[src/rtl/clk_sig_mon_pkg.sv]
package clk_sig_mon_pkg;
  localparam int ALM_LOC = 0;
  localparam int ALM_LOS = 1;
  localparam int ALM_N   = 2;
endpackage

[src/rtl/cs_sync2.sv]
module cs_sync2 #(
  parameter int WIDTH = 1
) (
  input  logic             clk,
  input  logic             rst,
  input  logic [WIDTH-1:0] d,
  output logic [WIDTH-1:0] q
);
  logic [WIDTH-1:0] meta;

  always_ff @(posedge clk) begin
    if (rst) begin
      meta <= '0;
      q    <= '0;
    end else begin
      meta <= d;
      q    <= meta;
    end
  end
endmodule

[src/rtl/cs_loc_det.sv]
module cs_loc_det #(
  parameter int LOC_LIMIT = 2000
) (
  input  logic clk,
  input  logic rst,
  input  logic mon_s,
  output logic loc
);
  localparam int CW = $clog2(LOC_LIMIT + 1);
  localparam logic [CW-1:0] LIM = CW'(LOC_LIMIT);

  logic          mon_q;
  logic [CW-1:0] idle;

  always_ff @(posedge clk) begin
    if (rst) begin
      mon_q <= 1'b0;
      idle  <= '0;
      loc   <= 1'b0;
    end else begin
      mon_q <= mon_s;
      if (mon_s != mon_q) begin
        idle <= '0;
        loc  <= 1'b0;
      end else begin
        if (idle != LIM) idle <= idle + 1'b1;
        loc <= (idle == LIM);
      end
    end
  end
endmodule

[src/rtl/cs_run_det.sv]
module cs_run_det #(
  parameter int DW    = 8,
  parameter int WIN_W = 11
) (
  input  logic             clk,
  input  logic             rst,
  input  logic             valid,
  input  logic [DW-1:0]    data,
  input  logic [WIN_W-1:0] window,
  output logic             hit
);
  localparam logic [WIN_W-1:0] CMAX = '1;

  logic [WIN_W-1:0] run_len;
  logic             pol;
  logic             uniform;
  logic [WIN_W-1:0] win_eff;

  assign uniform = (data == '0) || (data == '1);
  assign win_eff = (window == '0) ? WIN_W'(1) : window;
  assign hit     = (run_len != '0) && (run_len >= win_eff);

  always_ff @(posedge clk) begin
    if (rst) begin
      run_len <= '0;
      pol     <= 1'b0;
    end else if (valid) begin
      if (!uniform) begin
        run_len <= '0;
      end else if (run_len == '0 || data[0] != pol) begin
        run_len <= WIN_W'(1);
        pol     <= data[0];
      end else if (run_len != CMAX) begin
        run_len <= run_len + 1'b1;
      end
    end
  end
endmodule

[src/rtl/cs_los_ctrl.sv]
module cs_los_ctrl #(
  parameter int FRM_NEED = 2
) (
  input  logic clk,
  input  logic rst,
  input  logic ext_s,
  input  logic run_hit,
  input  logic frm_strobe,
  input  logic frm_good,
  output logic los
);
  localparam int FW = $clog2(FRM_NEED + 1);
  localparam logic [FW-1:0] LAST = FW'(FRM_NEED - 1);

  logic [FW-1:0] good_cnt;
  logic          cause;

  assign cause = ext_s | run_hit;

  always_ff @(posedge clk) begin
    if (rst) begin
      los      <= 1'b0;
      good_cnt <= '0;
    end else if (cause) begin
      los      <= 1'b1;
      good_cnt <= '0;
    end else if (los && frm_strobe) begin
      if (!frm_good) begin
        good_cnt <= '0;
      end else if (good_cnt == LAST) begin
        los      <= 1'b0;
        good_cnt <= '0;
      end else begin
        good_cnt <= good_cnt + 1'b1;
      end
    end
  end
endmodule

[src/rtl/cs_alarm_reg.sv]
module cs_alarm_reg #(
  parameter int N = 2
) (
  input  logic         clk,
  input  logic         rst,
  input  logic [N-1:0] st,
  input  logic [N-1:0] clr,
  input  logic [N-1:0] mask,
  output logic [N-1:0] delta,
  output logic         irq
);
  logic [N-1:0] st_q;

  for (genvar i = 0; i < N; i++) begin : g_bit
    always_ff @(posedge clk) begin
      if (rst) begin
        st_q[i]  <= 1'b0;
        delta[i] <= 1'b0;
      end else begin
        st_q[i]  <= st[i];
        delta[i] <= (st[i] ^ st_q[i]) | (delta[i] & ~clr[i]);
      end
    end
  end

  always_ff @(posedge clk) begin
    if (rst) irq <= 1'b0;
    else     irq <= |(delta & ~mask);
  end
endmodule

[src/rtl/clk_sig_mon.sv]
module clk_sig_mon
  import clk_sig_mon_pkg::*;
#(
  parameter int LOC_LIMIT = 2000,
  parameter int DW        = 8,
  parameter int WIN_W     = 11,
  parameter int FRM_NEED  = 2
) (
  input  logic             clk,
  input  logic             rst,
  input  logic             mon_clk,
  input  logic             rx_valid,
  input  logic [DW-1:0]    rx_byte,
  input  logic             ext_los,
  input  logic             frm_strobe,
  input  logic             frm_good,
  input  logic [WIN_W-1:0] los_window,
  input  logic [ALM_N-1:0] irq_mask,
  input  logic [ALM_N-1:0] delta_clr,
  output logic             loc_state,
  output logic             los_state,
  output logic [ALM_N-1:0] delta,
  output logic             irq
);
  logic [1:0]       sync_q;
  logic             mon_s;
  logic             ext_s;
  logic             run_hit;
  logic [ALM_N-1:0] st;

  cs_sync2 #(.WIDTH(2)) u_sync (
    .clk(clk), .rst(rst), .d({ext_los, mon_clk}), .q(sync_q)
  );
  assign mon_s = sync_q[0];
  assign ext_s = sync_q[1];

  cs_loc_det #(.LOC_LIMIT(LOC_LIMIT)) u_loc (
    .clk(clk), .rst(rst), .mon_s(mon_s), .loc(loc_state)
  );

  cs_run_det #(.DW(DW), .WIN_W(WIN_W)) u_run (
    .clk(clk), .rst(rst), .valid(rx_valid), .data(rx_byte),
    .window(los_window), .hit(run_hit)
  );

  cs_los_ctrl #(.FRM_NEED(FRM_NEED)) u_los (
    .clk(clk), .rst(rst), .ext_s(ext_s), .run_hit(run_hit),
    .frm_strobe(frm_strobe), .frm_good(frm_good), .los(los_state)
  );

  always_comb begin
    st          = '0;
    st[ALM_LOC] = loc_state;
    st[ALM_LOS] = los_state;
  end

  cs_alarm_reg #(.N(ALM_N)) u_alm (
    .clk(clk), .rst(rst), .st(st), .clr(delta_clr), .mask(irq_mask),
    .delta(delta), .irq(irq)
  );
endmodule

[config.mk]
export PLATFORM = sky130hd
export DESIGN_NAME = clk_sig_mon
export DESIGN_NICKNAME = d
export VERILOG_FILES = /design/src/rtl/clk_sig_mon_pkg.sv /design/src/rtl/cs_sync2.sv /design/src/rtl/cs_loc_det.sv /design/src/rtl/cs_run_det.sv /design/src/rtl/cs_los_ctrl.sv /design/src/rtl/cs_alarm_reg.sv /design/src/rtl/clk_sig_mon.sv
export SDC_FILE = /design/constraint.sdc
export NUM_CORES = 1
export LEC_CHECK = 0
export ABC_AREA = 1
export BUFFER_PORTS_ARGS = -buffer_cell sky130_fd_sc_hd__clkbuf_2
export CAP_MARGIN = 20
export CORE_ASPECT_RATIO = 0.75
export CORE_MARGIN = 4
export CORE_UTILIZATION = 57
export CTS_CLUSTER_DIAMETER = 80
export CTS_CLUSTER_SIZE = 25
export DETAILED_ROUTE_END_ITERATION = 12
export PLACE_DENSITY = 0.8
export SYNTH_ARGS = -nofsm -noshare
export SYNTH_HDL_FRONTEND = slang
export SYNTH_HIERARCHICAL = 1
export SYNTH_SLANG_ARGS = --single-unit
[constraint.sdc]
create_clock -name clk -period 2.3 [get_ports clk]
set_input_delay 0.46 -clock clk [delete_from_list [all_inputs] [get_ports clk]]
set_output_delay 0.46 -clock clk [all_outputs]
set_load 0.02 [all_outputs]
==> results.ini, run 1 <==
[logic_synthesis]
synth_warnings = 6
syn_area_sq_um = 2410
synthCells = 368
synth_nets = 413
synthDistinctLibCells = 30
syn_area_per_cell_sq_um = 6.56
synth_seq_cells = 37
yosysSeqAreaShare = 0.307

[floorplan]
core_sq_um = 4080
row_count = 20
dieHeight_um = 64.4
initial_core_util = 0.592
die_x_um = 83.1
dieArea_sq_um = 5350
pin_count = 35

[clock_network]
h-tree-depth = 2
postCtsSetupBuffers = 0
clkLatencyLatePin_ns = 0.29
clockRootBuffer = clkbuf_8
cts_buffers = 5
hold_buffers = 0
clock_sinks = 37
cts.path.max_buffers = 2
clk_pin_slew_ns = 0.08
cts_resized = 0
cts_tree = done

[route]
drt_wl_total_mm = 5.13
drc = 0
maxUsedRoutingLayer = met4
vias_per_cell = 4.96
dr_wl_met2_mm = 2.16
ant_nets = 0
first_iter_violations = 148
wl_met1_mm = 2.59
wl_met3_um = 349
route.vias.total = 2315
dr.pass1.iters = 4
wl_per_cell_um = 11.0

[timing]
maxSlewViolCount = 0
finalClockSkew_ns = 0.00760
slew_headroom = 0.748
min_period_ns = 1.91
rsz0062_at_grt = false
setup-tns-final_ns = 0
hold_violations = 0
finalSetupViolCount = 0
fmax_mhz = 523
fin_crit_sh = 0.832
worst_slew_pin_slew_ns = 0.378

[placed_design]
gp_congestion = 0.905
io_buffers = 34
dpl.hpwl_mm = 4.08

[power_and_ir_drop]
clkPwrFrac = 0.406
p_comb_frac = 0.115
p_leak_uw = 0.00130
p_per_area_nw_per_um2 = 504
p_switching_uw = 357
seqPwrFrac = 0.479
irDropWorstVdd_mv = 0.337
intPower_uw = 1050
swShare = 0.255

[min_path]
worstHoldPathCells = 3
hp-start = ext_los
hold_path.class = in2reg
hold_end = u_sync/meta[1]

[grt]
antenna_found_initial = 0
grt_usage = 0.205
grt_pass1_wl_mm = 9.11
grt_pass1_vias = 2094
overflow = 0
grt_max_degree = 19

[finish]
nets = 456
antenna_cells = 0
final_cell_mix = nand2_1 (80), inv_1 (66), nor2_1 (63)
fin_util = 0.682
final_common_cell = nand2_1
drive_above_1_share = 0.184
fillCellCount = 372
area_growth_pct = 15.3

[setup_path]
worstRegToRegCells = 10
regToRegSetupSlack_ns = 0.51
r2r_start = u_run/run_len[4]
worstReg2RegEnd = u_los/good_cnt[1]
endpoint_kind = register
crit_type = in2reg
start_kind = input pin
path_max_fanout = 2
crit_required_ns = 2.53
worstPathArrival_ns = 2.14

[job]
max_cap_violations = 0

[status]
status = finished, final reports clean

critical path, cell delays in order:
cell	delay, ns
clkbuf_2	0.08
inv_1	0.06
nand4_1	0.10
o41ai_1	0.37
ha_1	0.21
o21ai_0	0.08
a21oi_1	0.13
nor2_1	0.05
nor2_1	0.10
a21boi_0	0.13
nor3_2	0.18
nand2_1	0.09
nor2_1	0.10
layer usage:
| metal | vias up | GRT usage |
|---|---|---|
| li1 | 1238 | - |
| met1 | 1018 | 0.283 |
| met2 | 57 | 0.319 |
| met3 | 2 | 0.0515 |
| met4 | 0 | 0.0571 |
| met5 | - | 0 |
worst max-delay path by stage:
stage                        from                end  slack [ns]  cells after the start
finish              los_window[6]  u_los/good_cnt[1]        0.39                     13
global route        los_window[6]  u_los/good_cnt[1]        0.10                     13
CTS                 los_window[6]  u_los/good_cnt[1]        0.37                     13
detailed placement  los_window[6]  u_los/good_cnt[1]        0.06                     13
global placement    los_window[6]  u_los/good_cnt[0]        0.17                     13
floorplan           los_window[6]  u_los/good_cnt[0]        0.40                     12
per-stage QoR:
stage	power [uW]	setup slack, ns	hold WS [ns]	std cells	area [sq um]
after floorplan	788	0.398	0.388	368	2410
after global placement	841	0.169	0.391	459	2670
after detailed placement	847	0.0620	0.399	459	2670
after CTS	1420	0.373	0.372	467	2780
after global routing	1480	0.102	0.369	467	2780
final	1400	0.387	0.383	467	2780
logic make-up (layout without fill, tap and decap cells):
group / Yosys count / count (layout) / share of synthesized area
flip-flops: 37 / 37 / 0.307
AO/OA/AOI/OAI: 30 / 30 / 0.0788
XOR/XNOR: 4 / 4 / 0.0145
AND/OR/NAND/NOR: 209 / 209 / 0.402
buffers and inverters: 73 / 117 / 0.120
adder cells (fa/ha/maj): 15 / 15 / 0.0778
state kept, by name, indices dropped and copies added, names as in the netlist:
name            cells
u_alm/delta         2
u_alm/irq           1
u_alm/st_q          2
u_loc/idle         11
u_loc/loc           1
u_loc/mon_q         1
u_los/good_cnt      2
u_los/los           1
u_run/pol           1
u_run/run_len      11
u_sync/meta         2
u_sync/q            2
synth_stat cells:
cell | number | area, sq um
nor3_2 | 3 | 30.0
buf_4 | 2 | 15.0
nand3_4 | 1 | 17.5
nand3_1 | 34 | 170
o21ai_0 | 5 | 25.0
a211oi_1 | 2 | 15.0
a21boi_0 | 1 | 7.51
nand2_2 | 4 | 25.0
ha_1 | 15 | 188
inv_2 | 2 | 7.51
nor2_4 | 5 | 56.3
nand2_1 | 80 | 300
dfxtp_1 | 37 | 741
a21oi_2 | 3 | 26.3
xor2_1 | 2 | 17.5
o21ai_4 | 1 | 16.3
a21o_1 | 1 | 7.51
xnor2_1 | 2 | 17.5
clkbuf_1 | 1 | 3.75
nand3_2 | 5 | 50.1
nor2_1 | 63 | 236
nor2_2 | 4 | 25.0
buf_6 | 1 | 11.3
a41oi_1 | 1 | 8.76
o41ai_1 | 1 | 8.76
nand4_1 | 8 | 50.1
a21oi_1 | 15 | 75.1
inv_1 | 66 | 248
clkinv_1 | 1 | 3.75
nor3_1 | 2 | 10.0
cell type report:
class,instances,area [sq um],share of cell area
clock inverters,3,46.3,0.0166
repair buffers,40,215,0.0773
multi-input cells,258,1380,0.497
clock buffers,5,68.8,0.0247
inverters,69,259,0.0931
flip-flops and latches,37,741,0.266
well taps,55,68.8,0.0247
power by group through the flow:
stage / Clock (uW) / Combinational (uW) / Sequential, uW
2_1_floorplan: 0 / 101 / 686
3_3_place_gp: 0 / 155 / 685
3_5_place_dp: 0 / 161 / 686
4_1_cts: 587 / 162 / 671
5_1_grt: 614 / 187 / 674
6_report: 570 / 161 / 671
Power figures use the tool's default switching activity.
==> run 2: changes to the inputs <==
--- a/config.mk
+++ b/config.mk
@@ -10,11 +10,11 @@
 export CAP_MARGIN = 20
 export CORE_ASPECT_RATIO = 0.75
 export CORE_MARGIN = 4
-export CORE_UTILIZATION = 57
+export CORE_UTILIZATION = 52
 export CTS_CLUSTER_DIAMETER = 80
 export CTS_CLUSTER_SIZE = 25
 export DETAILED_ROUTE_END_ITERATION = 12
-export PLACE_DENSITY = 0.8
+export PLACE_DENSITY = 0.76
 export SYNTH_ARGS = -nofsm -noshare
 export SYNTH_HDL_FRONTEND = slang
 export SYNTH_HIERARCHICAL = 1
==> constraint.sdc (replaced) <==
create_clock -name clk -period 1.7 [get_ports clk]
set_input_delay 0.34 -clock clk [delete_from_list [all_inputs] [get_ports clk]]
set_output_delay 0.34 -clock clk [all_outputs]
set_load 0.02 [all_outputs]
==> results.ini, run 2 (synthesized netlist as in run 1, its figures left out) <==
[status]
status = finished with violations
violations = setup timing

[placed_design]
io_buffers = 34  ; unchanged
gp_congestion = 0.876  ; -3.2%
dpl.hpwl_mm = 4.27  ; +4.8%

[route]
wl_per_cell_um = 11.6  ; +5.7%
vias_per_cell = 4.89  ; -1.4%
drc = 0  ; unchanged
route.vias.total = 2385  ; +3.0%
dr.pass1.iters = 4  ; unchanged
first_iter_violations = 252  ; +70%
drt_wl_total_mm = 5.66  ; +10%
ant_nets = 0  ; unchanged

[min_path]
hold_end = u_sync/meta[0]
worstHoldPathCells = 3  ; unchanged
hold_path.class = in2reg
hp-start = mon_clk

[floorplan]
core_sq_um = 4470  ; +9.5%
dieHeight_um = 67  ; +4.1%
row_count = 21  ; +5.0%
pin_count = 35  ; unchanged
die_x_um = 86.7  ; +4.2%
dieArea_sq_um = 5810  ; +8.5%
initial_core_util = 0.540  ; -0.0514

[setup_path]
worstReg2RegEnd = u_los/los
r2r_start = u_run/run_len[6]
start_kind = input pin
regToRegSetupSlack_ns = 0.07  ; -0.44 ns
worstPathArrival_ns = 1.90  ; -0.24 ns
worstRegToRegCells = 10  ; unchanged
crit_required_ns = 1.88  ; -0.65 ns
endpoint_kind = register
crit_type = in2reg
path_max_fanout = 2  ; unchanged

[finish]
fillCellCount = 392  ; +5.4%
seq_area_sq_um = 744  ; +0.51%
nets = 475  ; +4.2%
final_common_cell = nand2_1
multiInputGateArea_sq_um = 1460  ; +5.4%
fin_util = 0.685  ; +0.00239
area_growth_pct = 26.7
antenna_cells = 0  ; unchanged
final_cell_mix = nand2_1 (80), inv_1 (62), nor2_1 (56)
top_regs = u_loc/idle x11, u_run/run_len x11
drive_above_1_share = 0.271  ; +0.0870

[clock_network]
clockRootBuffer = clkbuf_8
cts_buffers = 5  ; unchanged
clkLatencyLatePin_ns = 0.28  ; about the same
hold_buffers = 0  ; unchanged
clock_sinks = 37  ; unchanged
h-tree-depth = 2  ; unchanged
cts.path.max_buffers = 2  ; unchanged
clk_pin_slew_ns = 0.07  ; about the same
cts_tree = done

[timing]
maxSlewViolCount = 0  ; unchanged
finalSetupViolCount = 3  ; +3
finalClockSkew_ns = 0.00771  ; +0.000110 ns
fmax_mhz = 581
worst_slew_pin_slew_ns = 0.380  ; +0.00272 ns
slew_headroom = 0.746  ; -0.00182
holdWs_ns = 0.254  ; -0.129 ns
min_period_ns = 1.72
hold_violations = 0  ; unchanged
rsz0062_at_grt = true
fin_crit_sh = 1.01
fin_ws_ns = -0.0203  ; -0.407 ns

[power_and_ir_drop]
irDropWorstVdd_mv = 0.397  ; +18%
p_per_area_nw_per_um2 = 645  ; +28%
p_leak_uw = 0.00143  ; +10%

[grt]
overflow = 0  ; unchanged
antenna_found_initial = 0  ; unchanged
grt_max_degree = 19  ; unchanged
grt_usage = 0.201  ; -0.00429
grt_pass1_vias = 2161  ; +3.2%
grt_pass1_wl_mm = 9.27  ; +1.7%

[job]
max_cap_violations = 0  ; unchanged

[run 2: changes by cell type in the layout (fill, tap and decap cells not counted), moves of 3 or more]
cell | previous run | this run
nor2_1 | 63 | 56
nor2_2 | 4 | 10
inv_1 | 66 | 62
buf_4 | 6 | 24
buf_6 | 0 | 5
clkbuf_2 | 34 | 30
dfxtp_1 | 37 | 34
dfxtp_2 | 0 | 3
[run 2: worst max path at each step]
stage / start / slack, ns / endpoint / cells after the start
after global placement: los_window[3] / -0.29 / u_los/good_cnt[0] / 13
final: los_window[6] / -0.02 / u_los/los / 12
after detailed placement: los_window[3] / -0.33 / u_los/good_cnt[0] / 13
after floorplan: los_window[3] / -0.04 / u_los/good_cnt[0] / 12
after global routing: los_window[6] / -0.18 / u_los/good_cnt[1] / 13
after CTS: los_window[7] / 0.007 / u_los/good_cnt[0] / 13
[run 2: metal layers]
metal / up-vias / global-route usage / share of wire
met5: - / 0 / 0
met3: 6 / 0.0408 / 0.058
met4: 0 / 0.0506 / 0.0080
li1: 1275 / - / -
met2: 53 / 0.323 / 0.44
met1: 1051 / 0.274 / 0.50
[run 2: critical path: stages]
cell	delay [ns]
buf_6	0.10
inv_4	0.04
nand4_1	0.12
o41ai_2	0.37
ha_2	0.34
nand3_2	0.07
nor2_2	0.04
nor2_2	0.12
a21boi_2	0.07
buf_4	0.15
nor2_2	0.08
a21oi_1	0.06
[run 2: area by class of cell]
class | instances | area share
clock buffer | 6 | 0.0270
clock inverter | 2 | 0.0123
inverter | 69 | 0.0904
multi-input combinational | 258 | 0.477
sequential | 37 | 0.243
tap | 57 | 0.0233
timing repair buffer | 59 | 0.126
[run 2: metrics by stage]
| stage | std cells | setup TNS, ns | instance area, sq um | setup slack (ns) | total power (uW) |
|---|---|---|---|---|---|
| after detailed placement | 477 | -0.921 | 2820 | -0.332 | 1170 |
| after CTS | 485 | 0 | 2940 | 0.00721 | 1970 |
| after floorplan | 368 | -0.0682 | 2440 | -0.0428 | 1070 |
| after global placement | 477 | -0.792 | 2820 | -0.289 | 1160 |
| after global routing | 488 | -0.467 | 3060 | -0.176 | 2070 |
| final | 488 | -0.0518 | 3060 | -0.0203 | 1970 |
[run 2: what timing repair did]
item | in CTS | in global routing
setup buffers | 0 | 3
setup endpoints to repair | 2 | 13
pin swaps | 1 | 16
endpoints found under the hold margin | 0 | 0
gates resized for setup | 0 | 32
[run 2: power by group]
group	switching [uW]	internal, uW	leakage (uW)
clock network	317	477	0.0000574
registers	18.6	888	0.000302
logic	153	120	0.00107
total	489	1480	0.00143
==> run 3: changes to the inputs <==
--- a/config.mk
+++ b/config.mk
@@ -14,6 +14,7 @@
 export CTS_CLUSTER_DIAMETER = 80
 export CTS_CLUSTER_SIZE = 25
 export DETAILED_ROUTE_END_ITERATION = 12
+export GPL_ROUTABILITY_DRIVEN = 0
 export PLACE_DENSITY = 0.76
 export SYNTH_ARGS = -nofsm -noshare
 export SYNTH_HDL_FRONTEND = slang
==> constraint.sdc (replaced) <==
create_clock -name clk -period 1.51 [get_ports clk]
set_input_delay 0.302 -clock clk [delete_from_list [all_inputs] [get_ports clk]]
set_output_delay 0.302 -clock clk [all_outputs]
set_load 0.02 [all_outputs]
==> results.ini, run 3 (synthesized netlist as in run 1, its figures left out) <==
[status]
status = finished with violations
violations = setup timing

[clock_network]
clock_sinks = 37  ; unchanged
cts.path.max_buffers = 2  ; unchanged
cts_tree = done
clockRootBuffer = clkbuf_8
h-tree-depth = 2  ; unchanged
cts_buffers = 5  ; unchanged
clk_pin_slew_ns = 0.07  ; about the same
clkLatencyLatePin_ns = 0.29  ; about the same

[route]
drt_wl_total_mm = 5.86  ; +3.6%
vias_per_cell = 4.95  ; +1.2%
drc = 0  ; unchanged
dr.pass1.iters = 4  ; unchanged
wl_per_cell_um = 11.9  ; +2.7%
route.vias.total = 2433  ; +2.0%
ant_nets = 0  ; unchanged
first_iter_violations = 195  ; -23%

[timing]
setup-tns-final_ns = -0.553  ; -0.501 ns
worst_slew_pin_slew_ns = 0.416  ; +0.0354 ns
finalClockSkew_ns = 0.00311  ; -0.00459 ns
hold_violations = 0  ; unchanged
holdWs_ns = 0.198  ; -0.0560 ns
rsz0062_at_grt = true
fin_ws_ns = -0.196  ; -0.176 ns
fin_crit_sh = 1.13
min_period_ns = 1.71
finalSetupViolCount = 4  ; +1
fmax_mhz = 586
slew_headroom = 0.723  ; -0.0236
maxSlewViolCount = 0  ; unchanged

[setup_path]
endpoint_kind = register
critical_path.max_stage_delay_ns = 0.37  ; about the same
worstPathArrival_ns = 1.93  ; +0.03 ns
crit_chain = buf_6 -> inv_2 -> nand4_1 -> o41ai_2 -> ha_2 -> o21ai_1 -> a21oi_1 -> nor2_1 -> nor2_1 -> a21boi_2 -> nor3_2 -> nand2_1 -> a21oi_2
slowest_stage = o41ai_2
crit_top_cell = nor2_1
path_max_fanout = 2  ; unchanged
crit_required_ns = 1.74  ; -0.14 ns
start_kind = input pin
crit_type = in2reg

[floorplan]
dieHeight_um = 67  ; unchanged
core_sq_um = 4470  ; unchanged
initial_core_util = 0.540  ; unchanged
pin_count = 35  ; unchanged
dieArea_sq_um = 5810  ; unchanged
row_count = 21  ; unchanged
die_x_um = 86.7  ; unchanged

[finish]
area_growth_pct = 30.6
multiInputGateArea_sq_um = 1540  ; +5.6%
fillCellCount = 355  ; -9.4%
final_cell_mix = nand2_1 (76), nor2_1 (57), inv_1 (55)
post-route-cell-area_sq_um = 3150  ; +3.1%
seq_area_sq_um = 756  ; +1.5%
antenna_cells = 0  ; unchanged
top_regs = u_loc/idle x11, u_run/run_len x11
fin_util = 0.706  ; +0.0213
final_common_cell = nand2_1
nets = 479  ; +0.84%
drive_above_1_share = 0.315  ; +0.0435

[grt]
grt_max_degree = 19  ; unchanged
overflow = 0  ; unchanged
grt_usage = 0.212  ; +0.0111
grt_pass1_vias = 2276  ; +5.3%
antenna_found_initial = 0  ; unchanged
grt_pass1_wl_mm = 9.74  ; +5.1%

[placed_design]
io_buffers = 34  ; unchanged
dpl.hpwl_mm = 4.27  ; unchanged
placed_area_sq_um = 2850  ; +1.2%

[power_and_ir_drop]
p_per_area_nw_per_um2 = 642  ; -0.55%
p_switching_uw = 563  ; +15%
clkPwrFrac = 0.337  ; -0.066
intPower_uw = 1460  ; -1.6%
seqPwrFrac = 0.503  ; +0.044
p_comb_frac = 0.159  ; +0.021
p_leak_uw = 0.00145  ; +1.4%
p_total_uw = 2020  ; +2.5%
irDropWorstVdd_mv = 0.510  ; +28%
swShare = 0.278  ; +0.0305

[job]
max_cap_violations = 0  ; unchanged

[min_path]
hold_path.class = in2reg

[run 3: what timing repair did]
item	4_1_cts	5_1_grt
resized for setup	19	35
endpoints found under the setup margin	13	14
setup buffers	0	3
hold buffers	0	0
pin swaps	12	14
cloned	1	0
[run 3: metrics by stage]
step                worst slack (ns)  instances
floorplan                     -0.194        368
global placement              -0.444        480
detailed placement            -0.567        480
CTS                           -0.183        489
global route                  -0.328        492
finish                        -0.196        492
[run 3: final cells by class]
cell class                 instances  area share
tap                               57      0.0226
multi-input combinational        259       0.488
clock inverter                     3     0.00556
inverter                          69      0.0877
sequential                        37       0.240
clock buffer                       5      0.0218
timing repair buffer              62       0.134
[run 3: layer usage]
layer	vias up	part of all wire	GRT usage
li1	1291	-	-
met4	0	0.014	0.0739
met2	77	0.45	0.344
met5	-	0	0
met3	10	0.074	0.0334
met1	1055	0.46	0.286
[run 3: final timing paths]
| kind | from | endpoint | cells after the start | slack, ns |
|---|---|---|---|---|
| min reg2reg | u_sync/meta[0] | u_sync/q[0] | 2 | 0.40 |
| max reg2reg | u_run/run_len[6] | u_los/good_cnt[0] | 10 | -0.10 |
| min | ext_los | u_sync/meta[1] | 3 | 0.20 |
| max | los_window[2] | u_los/good_cnt[0] | 13 | -0.20 |
[run 3: power by group through the flow]
stage               registers [uW]  clock network, uW  logic (uW)
floorplan                     1050                  0         159
global placement              1040                  0         280
detailed placement            1040                  0         291
CTS                           1020                703         306
global route                  1020                744         362
finish                        1020                683         323
[run 3: worst max-delay path, delay by kind of cell]
kind / cells / cell delay (ns)
AO/OA/AOI/OAI: 5 / 0.75
adder cells (fa/ha/maj): 1 / 0.24
buffers and inverters: 2 / 0.13
AND/OR/NAND/NOR: 5 / 0.51
